### config.mk
export PLATFORM = sky130hd
export DESIGN_NAME = intop_exec
export DESIGN_NICKNAME = d
export VERILOG_FILES = /design/src/rtl/intop_pkg.sv /design/src/rtl/intop_decode.sv /design/src/rtl/intop_operand.sv /design/src/rtl/intop_alu.sv /design/src/rtl/intop_exec.sv
export SDC_FILE = /design/constraint.sdc
export NUM_CORES = 2
export LEC_CHECK = 0
export BUFFER_PORTS_ARGS = -buffer_cell sky130_fd_sc_hd__buf_2
export CAP_MARGIN = 0
export CORE_MARGIN = 2
export CORE_UTILIZATION = 35
export CTS_BUF_LIST = sky130_fd_sc_hd__clkbuf_4 sky130_fd_sc_hd__clkbuf_8
export DETAILED_ROUTE_END_ITERATION = 10
export PLACE_DENSITY = 0.62
export SYNTH_ARGS = -nofsm -noshare
export SYNTH_HDL_FRONTEND = slang
export SYNTH_HIERARCHICAL = 1
export SYNTH_SLANG_ARGS = --single-unit
export TNS_END_PERCENT = 5
### constraint.sdc
create_clock -name clk -period 2.6 [get_ports clk]
set_input_delay 0.52 -clock clk [delete_from_list [all_inputs] [get_ports clk]]
set_output_delay 0.52 -clock clk [all_outputs]
set_load 0.05 [all_outputs]
### src/rtl/intop_pkg.sv
package intop_pkg;
  localparam int INSN_W    = 32;
  localparam int REG_IDX_W = 5;
  localparam int LIT_W     = 8;
  localparam int OPC_W     = 6;
  localparam int FN_W      = 7;

  localparam logic [OPC_W-1:0] OPC_ARITH = 6'h10;
  localparam logic [OPC_W-1:0] OPC_LOGIC = 6'h11;
  localparam logic [OPC_W-1:0] OPC_SHIFT = 6'h12;

  typedef enum logic [2:0] {U_NONE, U_ADD, U_CMP, U_BIT, U_CMOV, U_SHF} unit_e;
  typedef enum logic [2:0] {CC_EQ, CC_NE, CC_LT, CC_LE, CC_GE, CC_GT, CC_ULT, CC_ULE} cond_e;
  typedef enum logic [2:0] {LG_AND, LG_NAND, LG_OR, LG_NOR, LG_XOR, LG_XNOR} bitop_e;
  typedef enum logic [1:0] {SH_LL, SH_RL, SH_RA} shf_e;

  typedef struct packed {
    logic       legal;
    unit_e      unit;
    logic       quad;
    logic       sub;
    logic [1:0] scale;
    cond_e      cond;
    bitop_e     bop;
    shf_e       sop;
  } ctrl_t;
endpackage

### src/rtl/intop_decode.sv
module intop_decode
  import intop_pkg::*;
(
  input  logic [OPC_W-1:0] opc,
  input  logic [FN_W-1:0]  fn,
  output ctrl_t            ctrl
);
  always_comb begin
    ctrl.legal = 1'b0;
    ctrl.unit  = U_NONE;
    ctrl.quad  = 1'b0;
    ctrl.sub   = 1'b0;
    ctrl.scale = 2'd0;
    ctrl.cond  = CC_EQ;
    ctrl.bop   = LG_AND;
    ctrl.sop   = SH_LL;
    unique case (opc)
      OPC_ARITH: begin
        if (fn[6:4] == 3'b000 && fn[2:1] != 2'b11) begin
          ctrl.legal = 1'b1;
          ctrl.unit  = U_ADD;
          ctrl.quad  = fn[3];
          ctrl.sub   = fn[0];
          ctrl.scale = fn[2:1];
        end else if (fn[6:3] == 4'b0010 && fn[2:0] <= 3'd4) begin
          ctrl.legal = 1'b1;
          ctrl.unit  = U_CMP;
          case (fn[2:0])
            3'd0:    ctrl.cond = CC_EQ;
            3'd1:    ctrl.cond = CC_LT;
            3'd2:    ctrl.cond = CC_LE;
            3'd3:    ctrl.cond = CC_ULT;
            default: ctrl.cond = CC_ULE;
          endcase
        end
      end
      OPC_LOGIC: begin
        if (fn[6:3] == 4'b0000 && fn[2:0] <= 3'd5) begin
          ctrl.legal = 1'b1;
          ctrl.unit  = U_BIT;
          ctrl.bop   = bitop_e'(fn[2:0]);
        end else if (fn[6:3] == 4'b0010 && fn[2:0] <= 3'd5) begin
          ctrl.legal = 1'b1;
          ctrl.unit  = U_CMOV;
          ctrl.cond  = cond_e'(fn[2:0]);
        end
      end
      OPC_SHIFT: begin
        if (fn <= 7'd2) begin
          ctrl.legal = 1'b1;
          ctrl.unit  = U_SHF;
          ctrl.sop   = shf_e'(fn[1:0]);
        end
      end
      default: ;
    endcase
  end
endmodule

### src/rtl/intop_operand.sv
module intop_operand #(
  parameter int DATA_W    = 64,
  parameter int REG_IDX_W = 5,
  parameter int LIT_W     = 8
) (
  input  logic [REG_IDX_W-1:0] ra_idx,
  input  logic [REG_IDX_W-1:0] rb_idx,
  input  logic                 lit_sel,
  input  logic [LIT_W-1:0]     lit,
  input  logic [DATA_W-1:0]    ra_val,
  input  logic [DATA_W-1:0]    rb_val,
  output logic [DATA_W-1:0]    opa,
  output logic [DATA_W-1:0]    opb
);
  localparam logic [REG_IDX_W-1:0] ZERO_IDX = '1;
  localparam int PAD_W = DATA_W - LIT_W;

  always_comb begin
    opa = (ra_idx == ZERO_IDX) ? '0 : ra_val;
    if (lit_sel)
      opb = {{PAD_W{1'b0}}, lit};
    else
      opb = (rb_idx == ZERO_IDX) ? '0 : rb_val;
  end
endmodule

### src/rtl/intop_alu.sv
module intop_alu
  import intop_pkg::*;
#(
  parameter int DATA_W = 64
) (
  input  ctrl_t             ctrl,
  input  logic [DATA_W-1:0] opa,
  input  logic [DATA_W-1:0] opb,
  output logic [DATA_W-1:0] result,
  output logic              take
);
  localparam int HALF    = DATA_W / 2;
  localparam int SHAMT_W = $clog2(DATA_W);

  logic [DATA_W-1:0]  sb, sum, bres, sres;
  logic [SHAMT_W-1:0] shamt;
  logic eq, slt, ult, a_zero, a_neg, cmp_ok, mov_ok;

  always_comb begin
    case (ctrl.scale)
      2'd1:    sb = opb << 2;
      2'd2:    sb = opb << 3;
      default: sb = opb;
    endcase
    sum = ctrl.sub ? (opa - sb) : (opa + sb);

    eq     = (opa == opb);
    slt    = ($signed(opa) < $signed(opb));
    ult    = (opa < opb);
    a_zero = (opa == '0);
    a_neg  = opa[DATA_W-1];

    case (ctrl.cond)
      CC_EQ:   cmp_ok = eq;
      CC_LT:   cmp_ok = slt;
      CC_LE:   cmp_ok = slt | eq;
      CC_ULT:  cmp_ok = ult;
      CC_ULE:  cmp_ok = ult | eq;
      default: cmp_ok = 1'b0;
    endcase
    case (ctrl.cond)
      CC_EQ:   mov_ok = a_zero;
      CC_NE:   mov_ok = ~a_zero;
      CC_LT:   mov_ok = a_neg;
      CC_LE:   mov_ok = a_neg | a_zero;
      CC_GE:   mov_ok = ~a_neg;
      CC_GT:   mov_ok = ~a_neg & ~a_zero;
      default: mov_ok = 1'b0;
    endcase

    case (ctrl.bop)
      LG_AND:  bres = opa & opb;
      LG_NAND: bres = ~(opa & opb);
      LG_OR:   bres = opa | opb;
      LG_NOR:  bres = ~(opa | opb);
      LG_XOR:  bres = opa ^ opb;
      default: bres = ~(opa ^ opb);
    endcase

    shamt = opb[SHAMT_W-1:0];
    case (ctrl.sop)
      SH_LL:   sres = opa << shamt;
      SH_RL:   sres = opa >> shamt;
      default: sres = $unsigned($signed(opa) >>> shamt);
    endcase

    take = ctrl.legal;
    case (ctrl.unit)
      U_ADD:   result = ctrl.quad ? sum : {{HALF{sum[HALF-1]}}, sum[HALF-1:0]};
      U_CMP:   result = {{(DATA_W-1){1'b0}}, cmp_ok};
      U_BIT:   result = bres;
      U_CMOV: begin
        result = opb;
        take   = ctrl.legal & mov_ok;
      end
      U_SHF:   result = sres;
      default: result = '0;
    endcase
  end
endmodule

### src/rtl/intop_exec.sv
module intop_exec
  import intop_pkg::*;
#(
  parameter int DATA_W = 64
) (
  input  logic                 clk,
  input  logic                 rst_n,
  input  logic                 issue_valid,
  input  logic [INSN_W-1:0]    insn,
  input  logic [DATA_W-1:0]    ra_val,
  input  logic [DATA_W-1:0]    rb_val,
  output logic                 wr_en,
  output logic [REG_IDX_W-1:0] wr_idx,
  output logic [DATA_W-1:0]    wr_data,
  output logic                 illegal
);
  localparam logic [REG_IDX_W-1:0] ZERO_IDX = '1;

  logic rst_meta, rst_q_n;
  always_ff @(posedge clk or negedge rst_n) begin
    if (!rst_n) begin
      rst_meta <= 1'b0;
      rst_q_n  <= 1'b0;
    end else begin
      rst_meta <= 1'b1;
      rst_q_n  <= rst_meta;
    end
  end

  ctrl_t             ctrl;
  logic [DATA_W-1:0] opa, opb, result;
  logic              take;
  logic [REG_IDX_W-1:0] rc;

  assign rc = insn[4:0];

  intop_decode u_dec (
    .opc  (insn[31:26]),
    .fn   (insn[11:5]),
    .ctrl (ctrl)
  );

  intop_operand #(.DATA_W(DATA_W), .REG_IDX_W(REG_IDX_W), .LIT_W(LIT_W)) u_opnd (
    .ra_idx  (insn[25:21]),
    .rb_idx  (insn[20:16]),
    .lit_sel (insn[12]),
    .lit     (insn[20:13]),
    .ra_val  (ra_val),
    .rb_val  (rb_val),
    .opa     (opa),
    .opb     (opb)
  );

  intop_alu #(.DATA_W(DATA_W)) u_alu (
    .ctrl   (ctrl),
    .opa    (opa),
    .opb    (opb),
    .result (result),
    .take   (take)
  );

  logic wr_en_d, illegal_d;
  always_comb begin
    wr_en_d   = issue_valid & take & (rc != ZERO_IDX);
    illegal_d = issue_valid & ~ctrl.legal;
  end

  always_ff @(posedge clk or negedge rst_q_n) begin
    if (!rst_q_n) begin
      wr_en   <= 1'b0;
      illegal <= 1'b0;
      wr_idx  <= '0;
      wr_data <= '0;
    end else begin
      wr_en   <= wr_en_d;
      illegal <= illegal_d;
      if (issue_valid) begin
        wr_idx  <= rc;
        wr_data <= result;
      end
    end
  end
endmodule

==> impl_metrics.yaml <==
status:
  status: "finished, violations left"
  violations: "setup timing"
floorplanning:
  num_io_pins: 234
  core-area_mm2: 0.08198
  dieWidth_um: 291.4
  initial_core_util: 0.3526
  rows: 105
  die_h_um: 291.4
  die_area_mm2: 0.08491
placement:
  numPortBuffers: 233
  hpwl_um: 147700
  place_congestion: 1.087
  placed_area_mm2: 0.04115
yosys:
  ys_warn_count: 6
  synthArstFlopShare: 1.000
  yosysUniqueCellTypes: 101
  syn_area_mm2: 0.02891
  synthesis.nets: 4324
  synth_edf_count: 0
  ys_seq_elements: 73
  yosysSeqAreaShare: 0.06319
  ys.flop_type: "dfrtp_1"
  netlist_instances: 3901
  avgSynthCellArea_um2: 7.411
worst_setup_path:
  crit_arrival_ns: 6.93
  slowest_stage: "or4_4"
  cp_max_fo: 6
  crit_path_start_kind: "primary input"
  timing.critical_path.slowest_cell_delay_ns: 0.55
  worstSetupPathType: "primary input to register"
  end_kind: "register"
  cpMostUsedCell: "buf_4"
  crit_required_ns: 2.95
  rr_worst_depth: 1
global_routing:
  first_global_vias: 35910
  grt_max_degree: 150
  antenna_found_initial: 7
  overflow: 0
  grt_pass1_wl_um: 251900
  globalRouteTotalUtil: 0.4044
cells_and_area:
  final_common_cell: "buf_4"
  drive_above_1_share: 0.4210
  layout_common_cells: "buf_4, nand2_1, nor2_1, a21oi_1, ha_1"
  final_nets: 5670
  stdcell_area_mm2: 0.04269
  syn_to_final_growth_pct: 47.68
clock_tree:
  clockRootBuffer: "clkbuf_8"
  cts_sinks: 73
  cts_buffers: 9
  clk_latency_ns: 0.45
  cts_max_path_buffers: 2
  cts_tree: "built"
  clk_pin_slew_ns: 0.11
  h-tree-depth: 3
routing:
  drcViolationCount: 0
  vias: 37080
  ant_nets: 0
  drt-total-wl_um: 176600
  via_per_inst: 5.863
  drt_iter0_markers: 4360
  dr.pass1.iters: 8
  wl_per_cell_um: 27.92
timing:
  worstMarginPinSlew_ns: 1.242
  slew_headroom: 0.1670
  postLayoutSetupSlackWorst_ns: -3.984
  fin_crit_ns: 6.584
  setup_viol: 65
  maxSlewViolCount: 0
  fmax_mhz: 151.9
  rsz0062_at_grt: "true"
  hold_viol: 0
  final.setup_skew_ns: 0.01589
  period_share: 2.532
worst_hold_path:
  min_path_type: "primary input to register"
  hold_depth: 2
power_and_ir_drop:
  clockPowerShare: 0.098
  cellLeakagePower_nw: 20.03
  total_power_mw: 11.91
  intPower_mw: 5.897
  switchingPower_mw: 6.008
  swShare: 0.5047
  power_frac_seq: 0.098
  p_comb_frac: 0.805
  p_per_area_mw_per_mm2: 278.9
  peakVddDrop_uv: 235.0
flow_run:
  drv_cap: 0
-- cells by family after synthesis --
kind of cell / after synthesis / synth area share
AND/OR/NAND/NOR: 1101 / 0.1766
flip-flops: 73 / 0.06319
XOR/XNOR: 244 / 0.07392
adder cells (fa/ha/maj): 260 / 0.1128
multiplexers: 368 / 0.1837
other: 1 / 0.0001297
AO/OA/AOI/OAI: 1265 / 0.2956
buffers and inverters: 589 / 0.09401
-- critical path: cells and delay by family --
kind	cells	cell delay, ns
AOI/OAI and AO/OA	10	1.46
xor gates and xnor gates	1	0.17
and+or+nand+nor	12	3.09
buffers and inverters	6	0.80
muxes	1	0.25
adders and majority gates	2	0.60
-- timing repair --
item / CTS / global route
gates resized for setup: 197 / 43
setup buffers: 33 / 4
hold buffers: 1 / 0
pin swaps: 89 / 14
endpoints found under the hold margin: 2 / 0
setup endpoints to repair: 65 / 65
-- Yosys cell counts (all sizes together), types with 8 or more instances --
cell	count	share of area
a21oi	399	0.077
nand2	372	0.048
nor2	340	0.044
o21ai	273	0.048
ha	259	0.11
inv	257	0.033
clkbuf	181	0.024
xnor2	180	0.055
mux2i	171	0.059
buf	149	0.037
mux4	100	0.078
mux2	97	0.047
a21boi	73	0.027
dfrtp	73	0.063
nand2b	73	0.016
xor2	64	0.019
a31oi	57	0.012
o211ai	57	0.015
a21o	51	0.013
nand3	51	0.0088
a221o	48	0.017
a211oi	47	0.012
nor3	47	0.0081
and2	36	0.0078
a22oi	34	0.0088
nor4	34	0.0079
a221oi	33	0.010
nand4	30	0.0065
o21bai	30	0.0079
and3	28	0.0062
nor2b	24	0.0052
o22ai	20	0.0043
or2	19	0.0041
o21a	15	0.0039
o221ai	15	0.0045
o31ai	13	0.0034
or3	13	0.0028
o311ai	10	0.0030
a41oi	9	0.0027
and4	8	0.0026
-- power by group through the flow --
stage	registers (mW)	logic (mW)	clock network, mW
after floorplan	1.23	4.17	0
after global placement	1.19	8.99	0
after detailed placement	1.19	8.99	0
after CTS	1.17	9.25	1.21
after global routing	1.17	10.0	1.21
final	1.17	9.58	1.16
-- final cells by class --
| class | count | area, um^2 |
|---|---|---|
| Tap cell | 1070 | 1339 |
| Fill cell | 8168 | 39290 |
| Inverter | 259 | 974.7 |
| Multi-Input combinational cell | 3239 | 25470 |
| Timing Repair Buffer | 1665 | 12860 |
| Clock buffer | 9 | 123.9 |
| Clock inverter | 7 | 85.08 |
| Sequential cell | 73 | 1831 |
| Antenna cell | 3 | 7.507 |
-- registers in the layout, indices dropped and copies added, names as in the netlist --
name,flops
wr_data,64
wr_idx,5
illegal,1
rst_meta,1
rst_q_n,1
wr_en,1
-- worst paths after layout --
check / from / to / slack [ns]
min in group asynchronous: rst_q_n$_DFF_PN0_ / wr_idx[3]$_DFFE_PN0P_ / 0.31
worst max register to register: rst_q_n$_DFF_PN0_ / wr_data[13]$_DFFE_PN0P_ / 1.61
worst min-delay path: insn[1] / wr_en$_DFF_PN0_ / 0.26
worst max-delay path: insn[28] / wr_data[62]$_DFFE_PN0P_ / -3.98
max in group asynchronous: rst_q_n$_DFF_PN0_ / wr_data[13]$_DFFE_PN0P_ / 1.61
worst min register to register: rst_q_n$_DFF_PN0_ / wr_idx[3]$_DFFE_PN0P_ / 0.31
-- stage by stage --
stage	TNS [ns]	hold slack (ns)	instances	worst slack, ns	util
2_1_floorplan	-219.15	0.2244	3901	-4.107	-
3_3_place_gp	-264.83	0.3058	6269	-5.156	0.5020
3_5_place_dp	-265.00	0.3072	6269	-5.097	0.5020
4_1_cts	-207.12	0.2124	6318	-3.830	0.5179
5_1_grt	-230.96	0.2603	6322	-4.209	0.5207
6_report	-216.64	0.2607	6325	-3.984	0.5208
-- per-layer routing --
layer,wire [um],GRT usage,vias up
met5,60,0,-
met4,12940,0.2419,10
met3,15640,0.07941,436
met2,75830,0.6275,1986
met1,72090,0.5184,17820
li1,-,-,16830
Power figures use the tool's default switching activity.
